<file path="config.mk">
export PLATFORM = sky130hd
export DESIGN_NAME = wrap_burst_seq
export DESIGN_NICKNAME = d
export VERILOG_FILES = /design/src/rtl/wbs_pkg.sv /design/src/rtl/wbs_ctrl.sv /design/src/rtl/wbs_shreg.sv /design/src/rtl/wrap_burst_seq.sv
export SDC_FILE = /design/constraint.sdc
export NUM_CORES = 1
export LEC_CHECK = 0
export ABC_AREA = 1
export ABC_CLOCK_PERIOD_IN_PS = 5300
export BUFFER_PORTS_ARGS = -buffer_cell sky130_fd_sc_hd__buf_2
export CAP_MARGIN = 20
export CORE_MARGIN = 4
export CORE_UTILIZATION = 45
export DETAILED_ROUTE_END_ITERATION = 7
export GPL_TIMING_DRIVEN = 0
export PLACE_DENSITY = 0.66
export RECOVER_POWER = 50
export SETUP_SLACK_MARGIN = 0.1
export SLEW_MARGIN = 30
export SYNTH_ARGS = -nofsm -noshare
export SYNTH_HDL_FRONTEND = slang
export SYNTH_SLANG_ARGS = --single-unit
</file>
<file path="constraint.sdc">
create_clock -name clk -period 5.3 [get_ports clk]
set_input_delay 0.265 -clock clk [delete_from_list [all_inputs] [get_ports clk]]
set_output_delay 0.265 -clock clk [all_outputs]
set_load 0.02 [all_outputs]
</file>
<file path="src/rtl/wbs_pkg.sv">
package wbs_pkg;
  // Address of the next word: the offset field wraps inside the aligned
  // block and every bit above the field is kept. len must be a power of two.
  function automatic int unsigned wrap_step(int unsigned a, int unsigned len);
    return (a & ~(len - 1)) | ((a + 1) & (len - 1));
  endfunction

  // Block slot that lands in shift position pos for a burst starting at off.
  function automatic int unsigned slot_of(int unsigned off, int unsigned pos,
                                          int unsigned len);
    return (off + pos) & (len - 1);
  endfunction
endpackage

</file>
<file path="src/rtl/wbs_ctrl.sv">
module wbs_ctrl #(
  parameter int ADDR_W    = 8,
  parameter int SHORT_LEN = 4,
  parameter int LONG_LEN  = 8,
  localparam int LOG_W    = $clog2(LONG_LEN)
) (
  input  logic              clk,
  input  logic              rst_n,
  input  logic              start_i,
  input  logic [ADDR_W-1:0] addr_i,
  input  logic [LOG_W:0]    len_sel_i,
  output logic              accept_o,
  output logic              busy_o,
  output logic              last_o,
  output logic [ADDR_W-1:0] addr_o
);
  import wbs_pkg::*;

  logic              busy_q;
  logic [LOG_W:0]    rem_q;
  logic [LOG_W:0]    len_q;
  logic [ADDR_W-1:0] addr_q;

  assign accept_o = start_i && !busy_q;
  assign busy_o   = busy_q;
  assign last_o   = busy_q && (rem_q == '0);
  assign addr_o   = addr_q;

  always_ff @(posedge clk) begin
    if (!rst_n) begin
      busy_q <= 1'b0;
      rem_q  <= '0;
      len_q  <= '0;
      addr_q <= '0;
    end else if (accept_o) begin
      busy_q <= 1'b1;
      rem_q  <= len_sel_i - 1'b1;
      len_q  <= len_sel_i;
      addr_q <= addr_i;
    end else if (busy_q) begin
      if (rem_q == '0) begin
        busy_q <= 1'b0;
      end else begin
        rem_q  <= rem_q - 1'b1;
        addr_q <= ADDR_W'(wrap_step(int'(addr_q), int'(len_q)));
      end
    end
  end
endmodule

</file>
<file path="src/rtl/wbs_shreg.sv">
module wbs_shreg #(
  parameter int DATA_W = 16,
  parameter int DEPTH  = 8,
  localparam int LOG_W = $clog2(DEPTH)
) (
  input  logic                    clk,
  input  logic                    rst_n,
  input  logic                    load_i,
  input  logic                    shift_i,
  input  logic [LOG_W-1:0]        off_i,
  input  logic [LOG_W:0]          len_i,
  input  logic [DEPTH*DATA_W-1:0] block_i,
  output logic [DATA_W-1:0]       data_o
);
  import wbs_pkg::*;

  logic [DATA_W-1:0] word_q [DEPTH];

  for (genvar g = 0; g < DEPTH; g++) begin : g_pos
    logic [LOG_W-1:0]  slot_w;
    logic [DATA_W-1:0] fill_w;
    logic [DATA_W-1:0] next_w;

    assign slot_w = LOG_W'(slot_of(int'(off_i), g, int'(len_i)));
    assign fill_w = (g < int'(len_i)) ? block_i[slot_w*DATA_W +: DATA_W] : '0;

    if (g == DEPTH - 1) begin : g_top
      assign next_w = '0;
    end else begin : g_mid
      assign next_w = word_q[g+1];
    end

    always_ff @(posedge clk) begin
      if (!rst_n)       word_q[g] <= '0;
      else if (load_i)  word_q[g] <= fill_w;
      else if (shift_i) word_q[g] <= next_w;
    end
  end

  assign data_o = word_q[0];
endmodule

</file>
<file path="src/rtl/wrap_burst_seq.sv">
module wrap_burst_seq #(
  parameter int DATA_W    = 16,
  parameter int ADDR_W    = 8,
  parameter int SHORT_LEN = 4,
  parameter int LONG_LEN  = 8,
  localparam int LOG_W    = $clog2(LONG_LEN)
) (
  input  logic                       clk,
  input  logic                       rst_n,
  input  logic                       start_i,
  input  logic [ADDR_W-1:0]          addr_i,
  input  logic                       len8_i,
  input  logic [LONG_LEN*DATA_W-1:0] block_i,
  output logic [DATA_W-1:0]          data_o,
  output logic                       valid_o,
  output logic                       last_o,
  output logic [ADDR_W-1:0]          addr_o
);
  logic [LOG_W:0] len_sel_w;
  logic           accept_w;
  logic           busy_w;
  logic           done_w;

  assign len_sel_w = len8_i ? (LOG_W+1)'(LONG_LEN) : (LOG_W+1)'(SHORT_LEN);

  wbs_ctrl #(
    .ADDR_W(ADDR_W), .SHORT_LEN(SHORT_LEN), .LONG_LEN(LONG_LEN)
  ) ctrl_i (
    .clk(clk), .rst_n(rst_n), .start_i(start_i), .addr_i(addr_i),
    .len_sel_i(len_sel_w), .accept_o(accept_w), .busy_o(busy_w),
    .last_o(done_w), .addr_o(addr_o)
  );

  wbs_shreg #(
    .DATA_W(DATA_W), .DEPTH(LONG_LEN)
  ) shreg_i (
    .clk(clk), .rst_n(rst_n), .load_i(accept_w), .shift_i(busy_w),
    .off_i(addr_i[LOG_W-1:0]), .len_i(len_sel_w), .block_i(block_i),
    .data_o(data_o)
  );

  assign valid_o = busy_w;
  assign last_o  = done_w;
endmodule

</file>
==> impl_metrics.yaml, run 1 <==
drt:
  drtPass1Iterations: 8
  vias: 12500
  viasPerCell: 5.76
  ant_nets: 0
  wl_per_cell_um: 21.9
  drc: 0
  drt_wl_total_um: 47600
  drtIter0Drc: 1973
finish:
  area_delta_synth_final_pct: 16.6
  seq_area_um2: 4140
  nFillCells: 2377
  drive_gt1_share_pct: 12.1
  fin_area_um2: 12500
  insertedDiodeCount: 0
  fin_cells: 2169
  multi_input_area_um2: 5830
  nets: 1983
pwr:
  p_int_w: 0.00228
  ir_worst_vdd_uv: 265
  seqPwrFrac_pct: 38.9
  comb_power_share_pct: 26.7
  powerDensity_nw_per_um2: 291
  p_clk_share_pct: 34.3
  switchingPower_w: 0.00137
  power.total_w: 0.00365
  p_sw_share_pct: 37.5
  power.leakage_nw: 6.04
timing:
  hold_viol_final: 0
  slew_violations: 35
  fin_skew_ns: 0.00929
  setup_viol: 0
  tightest_slew_ns: 1.66
  layout_setup_ws_ns: 2.15
  period_share_pct: 59.5
  max_freq_ghz: 0.317
  min_period_ns: 3.15
  tns_ns: 0
  relSlewSlack_pct: -11.2
  rsz0062_at_grt: "no"
synth:
  synth_cells: 1653
  yosys_warnings: 0
  synth_cell_types: 29
  synth_area_um2: 10800
  avgSynthCellArea_um2: 6.51
  synth.top_cell.area_share_pct: 35.7
  yosysTopAreaCell: "edfxtp_1"
  ys_top_cells_by_area: "edfxtp_1 36%, nand2_1 25%, nand3_1 13%, o21ai_0 7.1%, nor2_1 3.0%"
  ys_seq_area_share_pct: 38.5
  syn-num-nets: 1799
  synth-seq-cells: 143
place:
  gp_congestion: 0.998
  post-place-ws_ns: 2.08
  hpwl_um: 38000
  placed_cells: 2137
  place_area_um2: 12000
  port_buffers: 163
global_routing:
  grt_max_degree: 44
  grt_pass1_vias: 10900
  grt_use_total_pct: 35.0
  antenna_found_initial: 1
  grt-ovfl-total: 0
  grt_first_pass_wirelength_um: 68700
critical_path:
  critical_path_class: "flop to flop"
  setup.worst_path.start: "ctrl_i.busy_o"
  worst_ep_required_time_ns: 5.59
  critPathMaxFanout: 10
  reg2regPathDepth: 9
  crit_path_start_kind: "flop"
  r2r-start: "ctrl_i.busy_o"
  worstPathArrival_ns: 3.44
  end_kind: "flop"
outcome:
  status: "finished, violations left"
  violations: "max-capacitance violations, max-slew violations"
cts:
  postCtsResizedCells: 0
  holdBufCountCts: 0
  cts_buffer_depth: 2
  cts_made_buffers: 17
  clock_latency_ns: 0.43
  cts_tree: "built"
  clk_pin_slew_ns: 0.07
  ctsRootBufferMaster: "clkbuf_16"
  h-tree-depth: 4
  clkSinkCount: 143
  post_cts_buffers: 0
run:
  maxCapViolCount: 1
floorplan:
  fp.coreArea_um2: 23500
  rows: 56
  start_util_pct: 45.9
  die_area_um2: 26500
  die_h_um: 163
  num_io_pins: 166
  die_w_um: 163
min_path:
  holdPathStages: 3
  worstHoldStart: "addr_i[4]"
  min_path_type: "input pin to flop"
cell usage after synthesis:
master and count:
xor2_2 1, nand4_1 2, buf_1 14, clkinv_1 2, xnor2_1 2, buf_2 39
nand2_2 2, edfxtp_1 128, clkbuf_1 46, nor2_1 86, o21ai_0 152, o211ai_1 32
dfxtp_1 15, o21bai_1 1, a21oi_1 13, buf_4 5, buf_6 2, xnor2_4 1
inv_1 69, nor2_2 4, nand2_1 717, or2_2 2, inv_2 8, o21ai_1 15
ha_1 6, nor2_4 1, nand3_1 275, and2_1 4, o21a_1 9
critical path: stages, from the launching register on:
cell	delay, ns
dfxtp_1	0.36
inv_1	0.12
nand2_1	0.18
nor2_1	0.53
nand2_1	0.32
inv_1	0.14
clkbuf_1	0.46
clkbuf_1	0.52
nand3_1	0.26
nand2_1	0.11
worst paths after layout:
kind	end	slack, ns
setup reg to reg	shreg_i.word_q[1][21]	2.15
hold / removal	flop	0.03
setup / recovery	shreg_i.word_q[1][21]	2.15
hold reg to reg	ctrl_i.rem_q[3]	0.48
final cells by class:
cell class / count / share of cell area (%)
Tap cell: 319 / 3.18
Inverter: 79 / 2.36
Sequential cell: 143 / 33.0
Multi-Input combinational cell: 1325 / 46.4
Timing Repair Buffer: 165 / 6.56
Buffer: 106 / 3.70
Clock buffer: 17 / 3.39
Clock inverter: 15 / 1.35
per-layer routing:
metal	GRT usage, %	part of all wire (%)	up-vias
met5	0	0.027	-
met4	6.60	1.6	2
met3	9.69	15	63
met2	51.7	42	904
met1	51.8	42	5666
li1	-	-	5860
power groups by stage:
stage               registers, W  logic (W)  clock network (W)
floorplan                0.00147   0.000543                  0
finish                   0.00142   0.000976            0.00125
global route             0.00143    0.00105            0.00131
CTS                      0.00142   0.000946            0.00125
global placement         0.00145   0.000930                  0
detailed placement       0.00144   0.000942                  0
flip-flops by register name (all words and copies together) (netlist names), named ones only:
name and flops:
ctrl_i.addr_o 2, ctrl_i.busy_o 1, shreg_i.word_q 128, ctrl_i.rem_q 4, ctrl_i.len_q 2
cell usage in the layout (no fill, tap or decap), types with 2 or more instances in the layout:
cell type / n
and2_1: 4
buf_2: 172
inv_6: 3
clkinv_1: 2
inv_1: 71
o21ai_1: 15
clkbuf_16: 17
buf_12: 2
dfxtp_1: 15
clkinv_8: 4
clkbuf_1: 80
nand2_1: 719
edfxtp_1: 128
inv_8: 5
buf_1: 12
o21ai_0: 152
a21oi_1: 13
buf_4: 4
nor2_1: 88
o21a_1: 9
inv_2: 6
xnor2_1: 2
nand3_1: 275
nor2_2: 3
or2_2: 2
ha_1: 6
nand4_1: 2
o211ai_1: 32
cells by family (layout without fill, tap and decap cells):
group	after synthesis	in the layout	synth area share [%]
simple gates	1093	1093	41.7
compound gates	222	222	11.3
buf+inv	185	382	7.22
flops	143	143	38.5
fa+ha+maj	6	6	0.697
xor+xnor	4	4	0.570
stage by stage:
step / hold WS (ns) / utilization (%)
global placement: 0.449 / 51.0
detailed placement: 0.470 / 51.2
CTS: 0.0218 / 53.8
floorplan: 0.363 / -
global route: 0.0432 / 53.5
finish: 0.0317 / 53.5
No activity file was read; power rests on OpenSTA's default activity.
==> inputs of run 2 (changes only) <==
--- a/config.mk
+++ b/config.mk
@@ -5,15 +5,15 @@
 export SDC_FILE = /design/constraint.sdc
 export NUM_CORES = 1
 export LEC_CHECK = 0
-export ABC_AREA = 1
-export ABC_CLOCK_PERIOD_IN_PS = 5300
+export ABC_AREA = 0
+export ABC_CLOCK_PERIOD_IN_PS = 2800
 export BUFFER_PORTS_ARGS = -buffer_cell sky130_fd_sc_hd__buf_2
 export CAP_MARGIN = 20
 export CORE_MARGIN = 4
 export CORE_UTILIZATION = 45
 export DETAILED_ROUTE_END_ITERATION = 7
 export GPL_TIMING_DRIVEN = 0
-export PLACE_DENSITY = 0.66
+export PLACE_DENSITY = 0.69
 export RECOVER_POWER = 50
 export SETUP_SLACK_MARGIN = 0.1
 export SLEW_MARGIN = 30
==> constraint.sdc (replaced) <==
create_clock -name clk -period 2.8 [get_ports clk]
set_input_delay 0.14 -clock clk [delete_from_list [all_inputs] [get_ports clk]]
set_output_delay 0.14 -clock clk [all_outputs]
set_load 0.02 [all_outputs]
==> impl_metrics.yaml, run 2 <==
floorplan:
  die_h_um: 157
  num_io_pins: 166
  fp.coreArea_um2: 21800
  die_w_um: 157
  die_area_um2: 24600
  start_util_pct: 45.7
  rows: 54
place:
  placed_cells: 1260
  gp_congestion: 0.975
  post-place-ws_ns: -0.758
  port_buffers: 163
  place_area_um2: 11200
  hpwl_um: 25200
finish:
  drive_gt1_share_pct: 34.9
  fin_cells: 1294
  final_cell_mix: "233 x nand2_1, 165 x buf_2, 128 x edfxtp_1, 126 x mux4_2, 96 x a22oi_1"
  insertedDiodeCount: 0
  top_regs: "shreg_i.word_q x128, ctrl_i.rem_q x4"
  top_register: "shreg_i.word_q"
  area_delta_synth_final_pct: 18.5
  fin_area_um2: 11800
  layout_commonest_cell: "nand2_1"
  largest_reg_flops: 128
  nets: 1148
synth:
  synth_cells: 814
  yosysTopAreaCell: "edfxtp_1"
  synth_ff_type: "edfxtp_1"
  ys_seq_area_share_pct: 41.6
  synthTopCellsByCount: "232 x nand2_1, 128 x edfxtp_1, 126 x mux4_2"
  avgSynthCellArea_um2: 12.2
  syn-num-nets: 960
  synth.top_cell.area_share_pct: 38.6
  synth.most_common_cell: "nand2_1"
  synthArstFlopShare_pct: 0
  synth-seq-cells: 143
  ys_top_cells_by_area: "edfxtp_1 39%, mux4_2 28%, nand2_1 8.7%, a22oi_1 7.2%, dfxtp_1 3.0%"
  synth_area_um2: 9970
  synth_edf_count: 128
  synth_cell_types: 41
  yosys_warnings: 0
drt:
  vias: 8933
  drtIter0Drc: 1718
  drc: 0
  ant_nets: 0
  wl_per_cell_um: 28.6
  drtPass1Iterations: 6
  viasPerCell: 6.90
  drt_wl_total_um: 37000
pwr:
  powerDensity_nw_per_um2: 547
  power.total_w: 0.00646
  power.leakage_nw: 4.89
  ir_worst_vdd_uv: 359
critical_path:
  worstPathArrival_ns: 2.95
  critPathBufInv: 7
  crit_path_start_kind: "input pin"
  slowest_delay_ns: 0.39
  crit_family: "buffers and inverters"
  worstPathCellList: "buf_2, buf_2, buf_4, inv_1, ha_1, buf_8, buf_8, buf_6, mux4_2, a22oi_1, nand2_1"
  worst_ep_required_time_ns: 2.97
  critical_path_class: "input pin to flop"
  end_kind: "flop"
  slowest_stage: "buf_2"
  critPathMaxFanout: 10
global_routing:
  grt_first_pass_wirelength_um: 54000
  grt_pass1_vias: 8651
  grt_max_degree: 33
  grt-ovfl-total: 0
  antenna_found_initial: 0
  grt_use_total_pct: 30.1
cts:
  cts_tree: "built"
  post_cts_buffers: 0
  cts_made_buffers: 17
  h-tree-depth: 4
  cts_buffer_depth: 2
  ctsRootBufferMaster: "clkbuf_16"
  clkSinkCount: 143
  clock_latency_ns: 0.43
  clk_pin_slew_ns: 0.06
timing:
  whs_ns: 0.0207
  relSlewSlack_pct: 37.2
  hold_viol_final: 0
  slew_violations: 0
  period_share_pct: 99.1
  fin_skew_ns: 0.00899
  layout_setup_ws_ns: 0.0245
  rsz0062_at_grt: "yes"
  max_freq_ghz: 0.360
  min_period_ns: 2.78
  setup_viol: 0
  tightest_slew_ns: 0.941
run:
  maxCapViolCount: 0
min_path:
  min_path_type: "input pin to flop"
outcome:
  status: "complete, no violations"
[run 2: changes by cell type in the layout (fill, tap and decap cells not counted), moves of 10 or more]
| cell | previous run | this run |
|---|---|---|
| mux4_2 | 0 | 126 |
| buf_6 | 1 | 11 |
| o211ai_1 | 32 | 0 |
| a21oi_1 | 13 | 32 |
| buf_1 | 12 | 0 |
| nor2_1 | 88 | 8 |
| inv_1 | 71 | 24 |
| o21ai_1 | 15 | 0 |
| nand3_1 | 275 | 5 |
| a22oi_1 | 0 | 96 |
| nand2_1 | 719 | 233 |
| clkbuf_1 | 80 | 43 |
| o21ai_0 | 152 | 6 |
| a222oi_1 | 0 | 16 |
[run 2: worst register-to-register path, stage by stage, from the launching register on]
cell,delay (ns)
dfxtp_1,0.36
clkbuf_1,0.35
nand2b_1,0.20
clkbuf_2,0.29
nand3_4,0.39
buf_12,0.35
buf_12,0.19
buf_12,0.21
[run 2: worst paths after layout]
check | slack (ns) | depth (start not counted) | from | to
hold reg to reg | 0.47 | 2 | ctrl_i.len_q[3] | ctrl_i.len_q[3]
hold / removal | 0.02 | 3 | rst_n | flop
setup / recovery | 0.02 | 11 | addr_i[1] | shreg_i.word_q[0][63]
setup reg to reg | 0.21 | 7 | ctrl_i.busy_o | shreg_i.word_q[1][44]
[run 2: layout make-up]
| type | count | area (µm²) |
|---|---|---|
| flip-flops and latches | 143 | 4140 |
| clock buffers | 18 | 429 |
| fillers | 1865 | 10000 |
| repair buffers | 169 | 873 |
| well taps | 280 | 350 |
| clock inverters | 13 | 124 |
| inverters | 25 | 93.8 |
| plain buffers | 72 | 472 |
| multi-input cells | 574 | 5320 |
[run 2: routing by layer]
metal | routed length [µm] | track usage [%]
met1 | 12400 | 39.8
met2 | 16800 | 45.7
met3 | 5840 | 8.90
met4 | 1890 | 14.5
met5 | 0 | 0
[run 2: timing repair]
action | in CTS | in global routing
endpoints found under the hold margin | 3 | 0
setup endpoints to repair | 64 | 84
resized for setup | 13 | 6
hold buffers | 3 | 0
[run 2: power breakdown]
| part | leakage, nW | total (W) | internal [W] | switching, W |
|---|---|---|---|---|
| logic | 3.08 | 0.00154 | 0.000626 | 0.000911 |
| registers | 1.54 | 0.00270 | 0.00262 | 0.0000806 |
| clock network | 0.268 | 0.00223 | 0.00129 | 0.000935 |
| total | 4.89 | 0.00646 | 0.00453 | 0.00193 |
[run 2: per-stage QoR]
step / setup TNS, ns / util, %
floorplan: 0 / -
global placement: -96.75 / 51.1
detailed placement: -39.96 / 51.4
CTS: 0 / 54.2
global route: 0 / 54.1
finish: 0 / 54.1
[run 2: cell families (layout without fill, tap and decap cells)]
kind of cell / count (synthesis) / after routing / share of synthesized area (%)
flip-flops: 143 / 143 / 41.6
XOR/XNOR: 12 / 12 / 1.05
buffers and inverters: 97 / 297 / 5.13
AO/OA/AOI/OAI: 156 / 156 / 11.2
AND/OR/NAND/NOR: 270 / 270 / 11.0
multiplexers: 130 / 130 / 29.2
adder cells (fa/ha/maj): 6 / 6 / 0.753
==> inputs of run 3 (changes only) <==
--- a/config.mk
+++ b/config.mk
@@ -7,13 +7,12 @@
 export LEC_CHECK = 0
 export ABC_AREA = 0
 export ABC_CLOCK_PERIOD_IN_PS = 2800
-export BUFFER_PORTS_ARGS = -buffer_cell sky130_fd_sc_hd__buf_2
 export CAP_MARGIN = 20
 export CORE_MARGIN = 4
 export CORE_UTILIZATION = 45
 export DETAILED_ROUTE_END_ITERATION = 7
+export DONT_BUFFER_PORTS = 1
 export GPL_TIMING_DRIVEN = 0
-export PLACE_DENSITY = 0.69
 export RECOVER_POWER = 50
 export SETUP_SLACK_MARGIN = 0.1
 export SLEW_MARGIN = 30
==> impl_metrics.yaml, run 3 (same netlist as run 2, synthesis figures left out) <==
timing:
  layout_setup_ws_ns: 0.0219
  rsz0062_at_grt: "no"
  setup_viol: 0
  tightest_slew_ns: 1.05
  hold_viol_final: 0
  slew_violations: 0
  min_period_ns: 2.78
  fin_skew_ns: 0.00902
  max_freq_ghz: 0.360
  period_share_pct: 99.2
  tns_ns: 0
  relSlewSlack_pct: 30.3
pwr:
  powerDensity_nw_per_um2: 577
  power.leakage_nw: 4.33
  ir_worst_vdd_uv: 401
  power.total_w: 0.00636
min_path:
  min_to: "ctrl_i.len_q[3]"
  worstHoldStart: "len8_i"
  holdPathStages: 3
  min_path_type: "input pin to flop"
floorplan:
  start_util_pct: 45.7
  die_w_um: 157
  fp.coreArea_um2: 21800
  die_area_um2: 24600
  num_io_pins: 166
  rows: 54
  die_h_um: 157
outcome:
  status: "complete, no violations"
place:
  gp_congestion: 0.913
  port_buffers: 0
  hpwl_um: 25000
  place_area_um2: 10400
  post-place-ws_ns: -0.586
critical_path:
  worstPathArrival_ns: 3.06
  reg2regPathDepth: 6
  critical_path_class: "flop to flop"
  worst_ep_required_time_ns: 3.08
  crit_path_start_kind: "flop"
  r2r-start: "ctrl_i.busy_o"
  critPathMaxFanout: 10
  r2r-end: "shreg_i.word_q[1][9]"
  reg2reg_slack_ns: 0.02
  end_kind: "flop"
cts:
  cts_tree: "built"
  clk_pin_slew_ns: 0.06
  cts_buffer_depth: 2
  clkSinkCount: 143
  h-tree-depth: 4
  cts_made_buffers: 17
  ctsRootBufferMaster: "clkbuf_16"
  clock_latency_ns: 0.43
  post_cts_buffers: 0
global_routing:
  antenna_found_initial: 0
  grt_first_pass_wirelength_um: 52900
  grt_max_degree: 40
  grt_use_total_pct: 30.4
  grt-ovfl-total: 0
  grt_pass1_vias: 7668
finish:
  top_register: "shreg_i.word_q"
  layout_commonest_cell: "nand2_1"
  final_cell_mix: "233 x nand2_1, 128 x edfxtp_1, 126 x mux4_2, 96 x a22oi_1, 34 x buf_2"
  largest_reg_flops: 128
  area_delta_synth_final_pct: 10.6
  fin_area_um2: 11000
  top_regs: "shreg_i.word_q x128, ctrl_i.rem_q x4"
  nFillCells: 1905
  insertedDiodeCount: 0
  nets: 988
  drive_gt1_share_pct: 25.5
drt:
  drc: 0
  viasPerCell: 7.31
  wl_per_cell_um: 33.4
  drt_wl_total_um: 37900
  drtPass1Iterations: 7
  vias: 8296
  ant_nets: 0
  drtIter0Drc: 1572
run:
  maxCapViolCount: 0
-- run 3: worst max-delay path by stage --
| stage | startpoint | end | slack [ns] |
|---|---|---|---|
| after floorplan | addr_i[0] | shreg_i.word_q[1][30] | 0.18 |
| after global placement | ctrl_i.busy_o | shreg_i.word_q[0][10] | -0.74 |
| after detailed placement | addr_i[0] | shreg_i.word_q[0][21] | -0.59 |
| after CTS | addr_i[0] | shreg_i.word_q[0][62] | 0.10 |
| after global routing | addr_i[1] | shreg_i.word_q[0][63] | 0.10 |
| final | ctrl_i.busy_o | shreg_i.word_q[1][9] | 0.02 |
-- run 3: per-layer routing --
metal,vias to the layer above,track usage (%),wire length (µm)
li1,3284,-,-
met1,4043,40.3,13000
met2,839,44.1,16500
met3,130,13.7,6740
met4,0,11.4,1600
met5,-,0,0
-- run 3: area by class of cell --
type                       instances  area, µm²  share of cell area [%]
multi-input combinational        575       5320                    48.3
sequential                       143       4140                    37.6
buffer                            72        449                    4.08
clock buffer                      20        437                    3.96
tap                              280        350                    3.18
clock inverter                    12        144                    1.31
inverter                          25       93.8                   0.852
timing repair buffer               8       82.6                   0.749
-- run 3: report_power, final --
part / switching, W / total [W] / leakage [nW] / internal, W
logic: 0.000739 / 0.00127 / 2.51 / 0.000531
registers: 0.000136 / 0.00276 / 1.54 / 0.00262
clock network: 0.000945 / 0.00234 / 0.275 / 0.00139
-- run 3: critical path, cell delays in order (launching register included) --
cell and delay [ns]:
dfxtp_1 0.41, nand4b_1 0.36, buf_2 0.31, nor2_1 0.73, buf_2 0.49, a222oi_1 0.17, inv_1 0.14
-- run 3: timing repair --
action                                  4_1_cts  5_1_grt
cloned                                        0        1
gates resized for setup                       8        4
pin swaps                                     0        1
hold buffers                                  6        0
endpoints found under the setup margin       59      122
hold endpoints to repair                     10        0
-- run 3: through the flow --
stage | utilization (%) | cells | hold WS [ns]
after global routing | 50.5 | 1135 | 0.0119
after CTS | 50.6 | 1134 | 0.00317
after global placement | 47.3 | 1094 | 0.299
after detailed placement | 47.5 | 1096 | 0.305
after floorplan | - | 814 | 0.289
final | 50.5 | 1135 | 0.00919
